File: config.mk
export PLATFORM = sky130hd
export DESIGN_NAME = phy_scan_seq
export DESIGN_NICKNAME = d
export VERILOG_FILES = /design/src/rtl/phy_scan_pkg.sv /design/src/rtl/phy_scan_eval.sv /design/src/rtl/phy_scan_table.sv /design/src/rtl/phy_scan_wait.sv /design/src/rtl/phy_scan_seq.sv
export SDC_FILE = /design/constraint.sdc
export NUM_CORES = 1
export LEC_CHECK = 0
export BUFFER_PORTS_ARGS = -buffer_cell sky130_fd_sc_hd__buf_2
export CORE_MARGIN = 8
export CORE_UTILIZATION = 50
export DETAILED_ROUTE_END_ITERATION = 16
export PLACE_DENSITY = 0.66
export SLEW_MARGIN = 20
export SYNTH_ARGS = -nofsm -noshare
export SYNTH_HDL_FRONTEND = slang
export SYNTH_HIERARCHICAL = 1
export SYNTH_SLANG_ARGS = --single-unit
File: constraint.sdc
create_clock -name clk_i -period 7.3 [get_ports clk_i]
set_input_delay 1.46 -clock clk_i [delete_from_list [all_inputs] [get_ports clk_i]]
set_output_delay 1.46 -clock clk_i [all_outputs]
set_load 0.02 [all_outputs]
File: src/rtl/phy_scan_pkg.sv
`timescale 1ns/1ps
package phy_scan_pkg;
  localparam int AW = 5;
  localparam int DW = 16;

  localparam logic [AW-1:0] REG_CTRL = 5'd0;
  localparam logic [AW-1:0] REG_STAT = 5'd1;
  localparam logic [AW-1:0] REG_ADV  = 5'd4;

  localparam logic [DW-1:0] PRES_MASK   = 16'h8301;
  localparam logic [DW-1:0] PRES_VAL    = 16'h8001;
  localparam logic [DW-1:0] ABIL_MASK   = 16'h7800;
  localparam logic [DW-1:0] ADV_ABIL    = 16'h01E0;
  localparam logic [DW-1:0] CTL_AN_EN   = 16'h1000;
  localparam logic [DW-1:0] CTL_AN_RST  = 16'h0200;
  localparam logic [DW-1:0] CTL_FDX     = 16'h0100;
  localparam logic [DW-1:0] CTL_S100    = 16'h2000;
  localparam logic [DW-1:0] CTL_SCRUB   = 16'hED80;

  typedef enum logic [3:0] {
    S_IDLE, S_STAT, S_CTRL, S_ADV, S_STAT2, S_DECIDE,
    S_WADV, S_WCTL1, S_WAIT, S_WCTL2, S_NEXT, S_DONE
  } scan_state_e;

  function automatic logic phy_present(logic [DW-1:0] s);
    return ((s & PRES_MASK) == PRES_VAL) || (!s[15] && ((s & ABIL_MASK) != '0));
  endfunction

  function automatic logic [DW-1:0] adv_from_status(logic [DW-1:0] s);
    return ((s >> 6) & 16'h03E0) | 16'h0001;
  endfunction
endpackage

File: src/rtl/phy_scan_eval.sv
`timescale 1ns/1ps
module phy_scan_eval
  import phy_scan_pkg::*;
(
  input  logic [DW-1:0] ctrl_i,
  input  logic [DW-1:0] adv_i,
  input  logic [DW-1:0] pref_i,
  input  logic [DW-1:0] stored_i,
  input  logic          autoneg_i,
  input  logic          fdx_i,
  input  logic          spd100_i,
  output logic [DW-1:0] to_adv_o,
  output logic [DW-1:0] new_ctrl_o,
  output logic          switch_o
);
  logic [DW-1:0] base;

  always_comb begin
    if (pref_i != '0)        to_adv_o = pref_i;
    else if (stored_i != '0) to_adv_o = stored_i;
    else                     to_adv_o = adv_i;
  end

  always_comb begin
    if (autoneg_i) begin
      base     = ctrl_i | CTL_AN_EN;
      switch_o = (base != ctrl_i);
      if (switch_o) base = base | CTL_AN_RST;
    end else begin
      base     = ctrl_i & ~CTL_AN_EN;
      switch_o = (base != ctrl_i);
    end
    new_ctrl_o = (base & ~CTL_SCRUB) | (fdx_i ? CTL_FDX : '0) | (spd100_i ? CTL_S100 : '0);
  end
endmodule

File: src/rtl/phy_scan_table.sv
`timescale 1ns/1ps
module phy_scan_table
  import phy_scan_pkg::*;
#(
  parameter  int MAX_PHY = 4,
  localparam int SW = (MAX_PHY > 1) ? $clog2(MAX_PHY) : 1
) (
  input  logic                  clk_i,
  input  logic                  rst_ni,
  input  logic                  clr_i,
  input  logic                  we_i,
  input  logic [SW-1:0]         slot_i,
  input  logic [AW-1:0]         addr_i,
  input  logic [DW-1:0]         adv_i,
  output logic [MAX_PHY*AW-1:0] list_o,
  output logic [DW-1:0]         adv_o
);
  logic [AW-1:0] addr_q [MAX_PHY];
  logic [DW-1:0] adv_q  [MAX_PHY];

  always_ff @(posedge clk_i or negedge rst_ni) begin
    if (!rst_ni) begin
      for (int k = 0; k < MAX_PHY; k++) begin
        addr_q[k] <= '0;
        adv_q[k]  <= '0;
      end
    end else begin
      for (int k = 0; k < MAX_PHY; k++) begin
        if (clr_i) addr_q[k] <= '0;
        if (we_i && (slot_i == SW'(k))) begin
          addr_q[k] <= addr_i;
          adv_q[k]  <= adv_i;
        end
      end
    end
  end

  for (genvar g = 0; g < MAX_PHY; g++) begin : g_list
    assign list_o[g*AW +: AW] = addr_q[g];
  end

  assign adv_o = adv_q[slot_i];
endmodule

File: src/rtl/phy_scan_wait.sv
`timescale 1ns/1ps
module phy_scan_wait #(
  parameter  int WAIT_CYC = 2000,
  localparam int TW = $clog2(WAIT_CYC + 1)
) (
  input  logic clk_i,
  input  logic rst_ni,
  input  logic start_i,
  output logic done_o
);
  logic [TW-1:0] cnt_q;
  logic          act_q;

  always_ff @(posedge clk_i or negedge rst_ni) begin
    if (!rst_ni) begin
      cnt_q <= '0;
      act_q <= 1'b0;
    end else if (start_i) begin
      cnt_q <= TW'(WAIT_CYC - 1);
      act_q <= 1'b1;
    end else if (act_q) begin
      if (cnt_q == '0) act_q <= 1'b0;
      else             cnt_q <= cnt_q - 1'b1;
    end
  end

  assign done_o = act_q && (cnt_q == '0);
endmodule

File: src/rtl/phy_scan_seq.sv
`timescale 1ns/1ps
module phy_scan_seq
  import phy_scan_pkg::*;
#(
  parameter  int MAX_PHY  = 4,
  parameter  int WAIT_CYC = 2000,
  localparam int CW = $clog2(MAX_PHY + 1)
) (
  input  logic                  clk_i,
  input  logic                  rst_ni,
  input  logic                  start_i,
  input  logic                  autoneg_i,
  input  logic                  fdx_i,
  input  logic                  spd100_i,
  input  logic [15:0]           pref_adv_i,
  output logic                  mdio_req_o,
  output logic                  mdio_wr_o,
  output logic [4:0]            mdio_phy_o,
  output logic [4:0]            mdio_reg_o,
  output logic [15:0]           mdio_wdata_o,
  input  logic                  mdio_done_i,
  input  logic [15:0]           mdio_rdata_i,
  output logic                  scan_done_o,
  output logic [CW-1:0]         found_cnt_o,
  output logic [MAX_PHY*5-1:0]  phy_list_o
);
  localparam int SW = (MAX_PHY > 1) ? $clog2(MAX_PHY) : 1;

  scan_state_e   state;
  logic [5:0]    idx;
  logic [CW-1:0] cnt;
  logic          pend;
  logic [DW-1:0] ctrl_q, adv_q, to_adv_q, new_ctrl_q;
  logic          sw_q;
  logic [DW-1:0] ev_adv, ev_ctrl, stored_adv;
  logic          ev_sw, xdone, in_xact, wt_done;

  phy_scan_eval u_eval (
    .ctrl_i(ctrl_q), .adv_i(adv_q), .pref_i(pref_adv_i), .stored_i(stored_adv),
    .autoneg_i(autoneg_i), .fdx_i(fdx_i), .spd100_i(spd100_i),
    .to_adv_o(ev_adv), .new_ctrl_o(ev_ctrl), .switch_o(ev_sw)
  );

  phy_scan_table #(.MAX_PHY(MAX_PHY)) u_table (
    .clk_i(clk_i), .rst_ni(rst_ni),
    .clr_i(state == S_IDLE && start_i),
    .we_i(state == S_DECIDE),
    .slot_i(cnt[SW-1:0]),
    .addr_i(idx[4:0]), .adv_i(ev_adv),
    .list_o(phy_list_o), .adv_o(stored_adv)
  );

  phy_scan_wait #(.WAIT_CYC(WAIT_CYC)) u_wait (
    .clk_i(clk_i), .rst_ni(rst_ni),
    .start_i(state == S_WCTL1 && xdone),
    .done_o(wt_done)
  );

  function automatic scan_state_e ctl_route(logic [DW-1:0] nv, logic [DW-1:0] ov, logic s);
    if (nv == ov) return S_NEXT;
    return s ? S_WCTL1 : S_WCTL2;
  endfunction

  always_comb begin
    in_xact = 1'b1;
    mdio_wr_o = 1'b0;
    mdio_reg_o = REG_STAT;
    case (state)
      S_STAT, S_STAT2: mdio_reg_o = REG_STAT;
      S_CTRL:          mdio_reg_o = REG_CTRL;
      S_ADV:           mdio_reg_o = REG_ADV;
      S_WADV:          begin mdio_reg_o = REG_ADV;  mdio_wr_o = 1'b1; end
      S_WCTL1, S_WCTL2: begin mdio_reg_o = REG_CTRL; mdio_wr_o = 1'b1; end
      default:         in_xact = 1'b0;
    endcase
  end

  assign mdio_req_o   = in_xact && !pend;
  assign mdio_phy_o   = idx[4:0];
  assign mdio_wdata_o = (state == S_WADV) ? to_adv_q : new_ctrl_q;
  assign xdone        = pend && mdio_done_i;
  assign scan_done_o  = (state == S_DONE);
  assign found_cnt_o  = cnt;

  always_ff @(posedge clk_i or negedge rst_ni) begin
    if (!rst_ni) begin
      state      <= S_IDLE;
      idx        <= '0;
      cnt        <= '0;
      pend       <= 1'b0;
      ctrl_q     <= '0;
      adv_q      <= '0;
      to_adv_q   <= '0;
      new_ctrl_q <= '0;
      sw_q       <= 1'b0;
    end else begin
      if (mdio_req_o) pend <= 1'b1;
      if (xdone)      pend <= 1'b0;
      case (state)
        S_IDLE: if (start_i) begin
          idx   <= 6'd1;
          cnt   <= '0;
          state <= S_STAT;
        end
        S_STAT: if (xdone) state <= phy_present(mdio_rdata_i) ? S_CTRL : S_NEXT;
        S_CTRL: if (xdone) begin
          ctrl_q <= mdio_rdata_i;
          state  <= S_ADV;
        end
        S_ADV: if (xdone) begin
          adv_q <= mdio_rdata_i;
          state <= ((mdio_rdata_i & ADV_ABIL) == '0) ? S_STAT2 : S_DECIDE;
        end
        S_STAT2: if (xdone) begin
          adv_q <= adv_from_status(mdio_rdata_i);
          state <= S_DECIDE;
        end
        S_DECIDE: begin
          to_adv_q   <= ev_adv;
          new_ctrl_q <= ev_ctrl;
          sw_q       <= ev_sw;
          cnt        <= cnt + 1'b1;
          state      <= (ev_adv != adv_q) ? S_WADV : ctl_route(ev_ctrl, ctrl_q, ev_sw);
        end
        S_WADV:  if (xdone) state <= ctl_route(new_ctrl_q, ctrl_q, sw_q);
        S_WCTL1: if (xdone) state <= S_WAIT;
        S_WAIT:  if (wt_done) state <= S_WCTL2;
        S_WCTL2: if (xdone) state <= S_NEXT;
        S_NEXT: begin
          if (idx == 6'd32 || cnt == CW'(MAX_PHY)) state <= S_DONE;
          else begin
            idx   <= idx + 1'b1;
            state <= S_STAT;
          end
        end
        S_DONE:  state <= S_IDLE;
        default: state <= S_IDLE;
      endcase
    end
  end
endmodule

==> results.toml <==
[critical_path]
ff2ff_path_depth = 11
rr_startpoint = "found_cnt_o[0]"
crit_end = "state[3]"
worstPathMaxFanout = 16
crit_path_end_kind = "flip-flop"
required_ns = 7.66
rrSetupSlack_ns = 2.72
cp-start-kind = "flip-flop"
arrival_ns = 4.94
r2r-end = "state[3]"
crit_path_start = "found_cnt_o[0]"
critPathKind = "reg -> reg"

[clocking]
clk_latency_ns = 0.43
cts_buffer_depth = 2
cts_buffers = 17
clkTransAtPathRegs_ns = 0.07
ctsHoldBuffers = 0
cts_tree = "built"
htreeDepth = 4
cts_resized = 0
root_buffer = "clkbuf_16"
numClockSinks = 175
post_cts_buffers = 0

[global_route]
grt_pass1_vias = 6373
antenna_found_initial = 0
grt_max_degree = 74
grtUsageTotal_pct = 19.83
overflow = 0
grt_pass1_wl_um = 35070

[floorplan]
floorplan.rows = 49
core_um2 = 18020
fp.dieArea_um2 = 23040
die_h_um = 151.8
start_util_pct = 51.15
die_x_um = 151.8
io_pins = 91

[detailed_routing]
vias_per_cell = 5.706
ant_nets = 0
dr.pass1.iters = 5
wirelength_um = 22000
drt_iter0_markers = 559
route.detailed.drc = 0
wl_per_cell_um = 19.83
vias = 6328

[placed_design]
gp_congestion = 0.8691
dp_cells = 1078
placed_area_um2 = 9624
io_buffer_count = 87
hpwl_um = 15520

[power_and_ir_drop]
p_seq_share_pct = 42.4
internal_power_uw = 2638
ir_worst_vdd_mv = 0.1974
switching_share_pct = 36.82
p_per_area_nw_per_um2 = 408.8
switching_power_uw = 1537
clkPwrFrac_pct = 21.7
p_leak_uw = 0.004825
p_comb_share_pct = 35.9

[synthesis]
synthSimpleGateAreaFrac_pct = 14.28
yosysTopAreaCellShare_pct = 47.50
synth_mux_area_share_pct = 19.43
synthFlopType = "dfrtp_1"
synth_top_family_by_area = "multiplexers"
synth-compound-area-share_pct = 7.437
ys_seq_area_share_pct = 47.50
netlist_area_um2 = 9220
ys_warn_count = 6
synth_top_cell_by_area = "dfrtp_1"
synthXorXnorAreaFrac_pct = 5.225
synth_edf_count = 0
synth_adder_area_share_pct = 0.6785
synth_seq_cells = 175
syn-instance-count = 809
netlist_top_cells_area = "dfrtp_1, mux2_2, nand2_1, xor2_1, mux4_2"
syn_avg_cell_area_um2 = 11.40
ys_types = 77
async_flop_share_pct = 100.0

[sta]
worst_slew_pin_slew_ns = 1.041
fin_crit_ns = 4.583
max_clock_freq_ghz = 0.2182
finalHoldViolations = 0
fin_tns_setup_ns = 0
whs_ns = 0.4758
rsz0062_at_grt = "no"
slew_viol_final = 0
setup_violations = 0
post-route-period-util_pct = 62.79
max_slew_margin_pct = 30.60
finClkSkew_ns = 0.009404

[finish]
fillers = 1545
final_util_pct = 56.67
areaGrowthSynthToFinish_pct = 10.79
n_antenna_cell = 0
final-instance-count-excl-fill = 1109
final_nets = 912
drive_above_1_share_pct = 32.27
final_area_um2 = 10210

[run_status]
outcome = "completed"

[hold_path]
hold_class = "reg -> reg"

[flow_run]
max_cap_violations = 0
-- metrics by stage --
step	setup WS (ns)	power, uW
after floorplan	3.668	2886
after CTS	2.768	4199
after detailed placement	2.595	3280
final	2.717	4176
after global placement	2.623	3249
after global routing	2.494	4437
-- layout by cell type, fill, tap and decap left out, types with 3 or more instances in the layout --
cell type  netlist  routed
dfrtp_1        175     175
nand2_1        145     145
mux2_2         103     103
buf_2           21      86
xor2_1          54      54
o21ai_0         27      27
nor2b_1         24      24
nor2_1          24      24
nor4_1          20      20
clkbuf_16        0      17
mux4_2          16      16
inv_1           13      13
mux2_4          12      12
buf_4           29      12
a21oi_1         11      11
a221o_1         10      10
mux2i_1          8       8
conb_1           2       8
nand4_1          6       6
o31ai_1          6       6
a221o_2          6       6
and3_1           5       5
ha_1             5       5
clkbuf_8         0       5
and2_1           4       4
nand2b_1         4       4
nor3_1           4       4
inv_6            0       4
o221ai_1         3       3
a31oi_1          3       3
clkinv_4         0       3
-- worst max-delay path, stage by stage (launching register included) --
cell,delay (ns)
dfrtp_1,0.65
buf_4,0.41
mux4_2,0.59
or4_1,0.54
nor2_1,0.12
and4_1,0.56
a221o_1,0.38
xor2_1,0.10
nor4_1,0.38
nand4_1,0.33
a211oi_1,0.31
o31a_1,0.14
-- power groups by stage --
stage / logic, uW / clock network, uW / registers, uW
after floorplan: 1250 / 0 / 1630
after global placement: 1480 / 0 / 1770
after detailed placement: 1500 / 0 / 1780
after CTS: 1510 / 926 / 1760
after global routing: 1650 / 966 / 1820
final: 1500 / 906 / 1770
-- how the worst min path moves through the flow --
stage,endpoint,cells past startpoint,from
floorplan,sw_q,2,sw_q
finish,sw_q,2,sw_q
global placement,to_adv_q[15],2,to_adv_q[15]
global route,u_table/adv_q[19],1,u_table/adv_q[19]
detailed placement,sw_q,2,sw_q
CTS,sw_q,2,sw_q
-- kinds of logic (layout without fill, tap and decap cells) --
family          count (synthesis)  after routing
xor+xnor                       55             55
buf+inv                        79            144
mux                           140            140
compound gates                 91             91
fa+ha+maj                       5              5
flops                         175            175
other cells                     2              8
simple gates                  262            262
-- cell type report --
class                           instances  area (um2)  share of cell area (%)
Inverter                               14       52.55                  0.5145
Timing Repair Buffer                   99       531.8                   5.206
Clock buffer                           22       494.2                   4.838
Multi-Input combinational cell        561        4374                   42.82
Tap cell                              229       286.5                   2.805
Clock inverter                          9       96.34                  0.9432
Sequential cell                       175        4379                   42.87
-- synthesized netlist by cell type (all sizes together), types with 7 or more instances --
cell	number
nand4	7
a221o	16
nor2	26
a21oi	11
mux4	16
mux2i	8
nand2	146
clkbuf	7
inv	14
mux2	116
nor4	20
o21ai	28
nor2b	25
buf	58
dfrtp	175
xor2	54
-- sequential cells by signal, summed over array words and instances (netlist names) --
signal / flops
sw_q: 1
u_wait/act_q: 1
u_table/list_o: 20
to_adv_q: 16
adv_q: 16
new_ctrl_q: 16
u_wait/cnt_q: 11
u_table/adv_q: 64
found_cnt_o: 3
pend: 1
ctrl_q: 16
state: 4
idx: 6
-- layer usage --
metal	share of wire [%]	global-route usage, %	vias up
li1	-	-	2949
met5	0	0	-
met1	47	28.11	3145
met2	45	29.60	206
met3	5.8	4.307	28
met4	1.7	6.614	0
(Power assumes the default switching activity.)
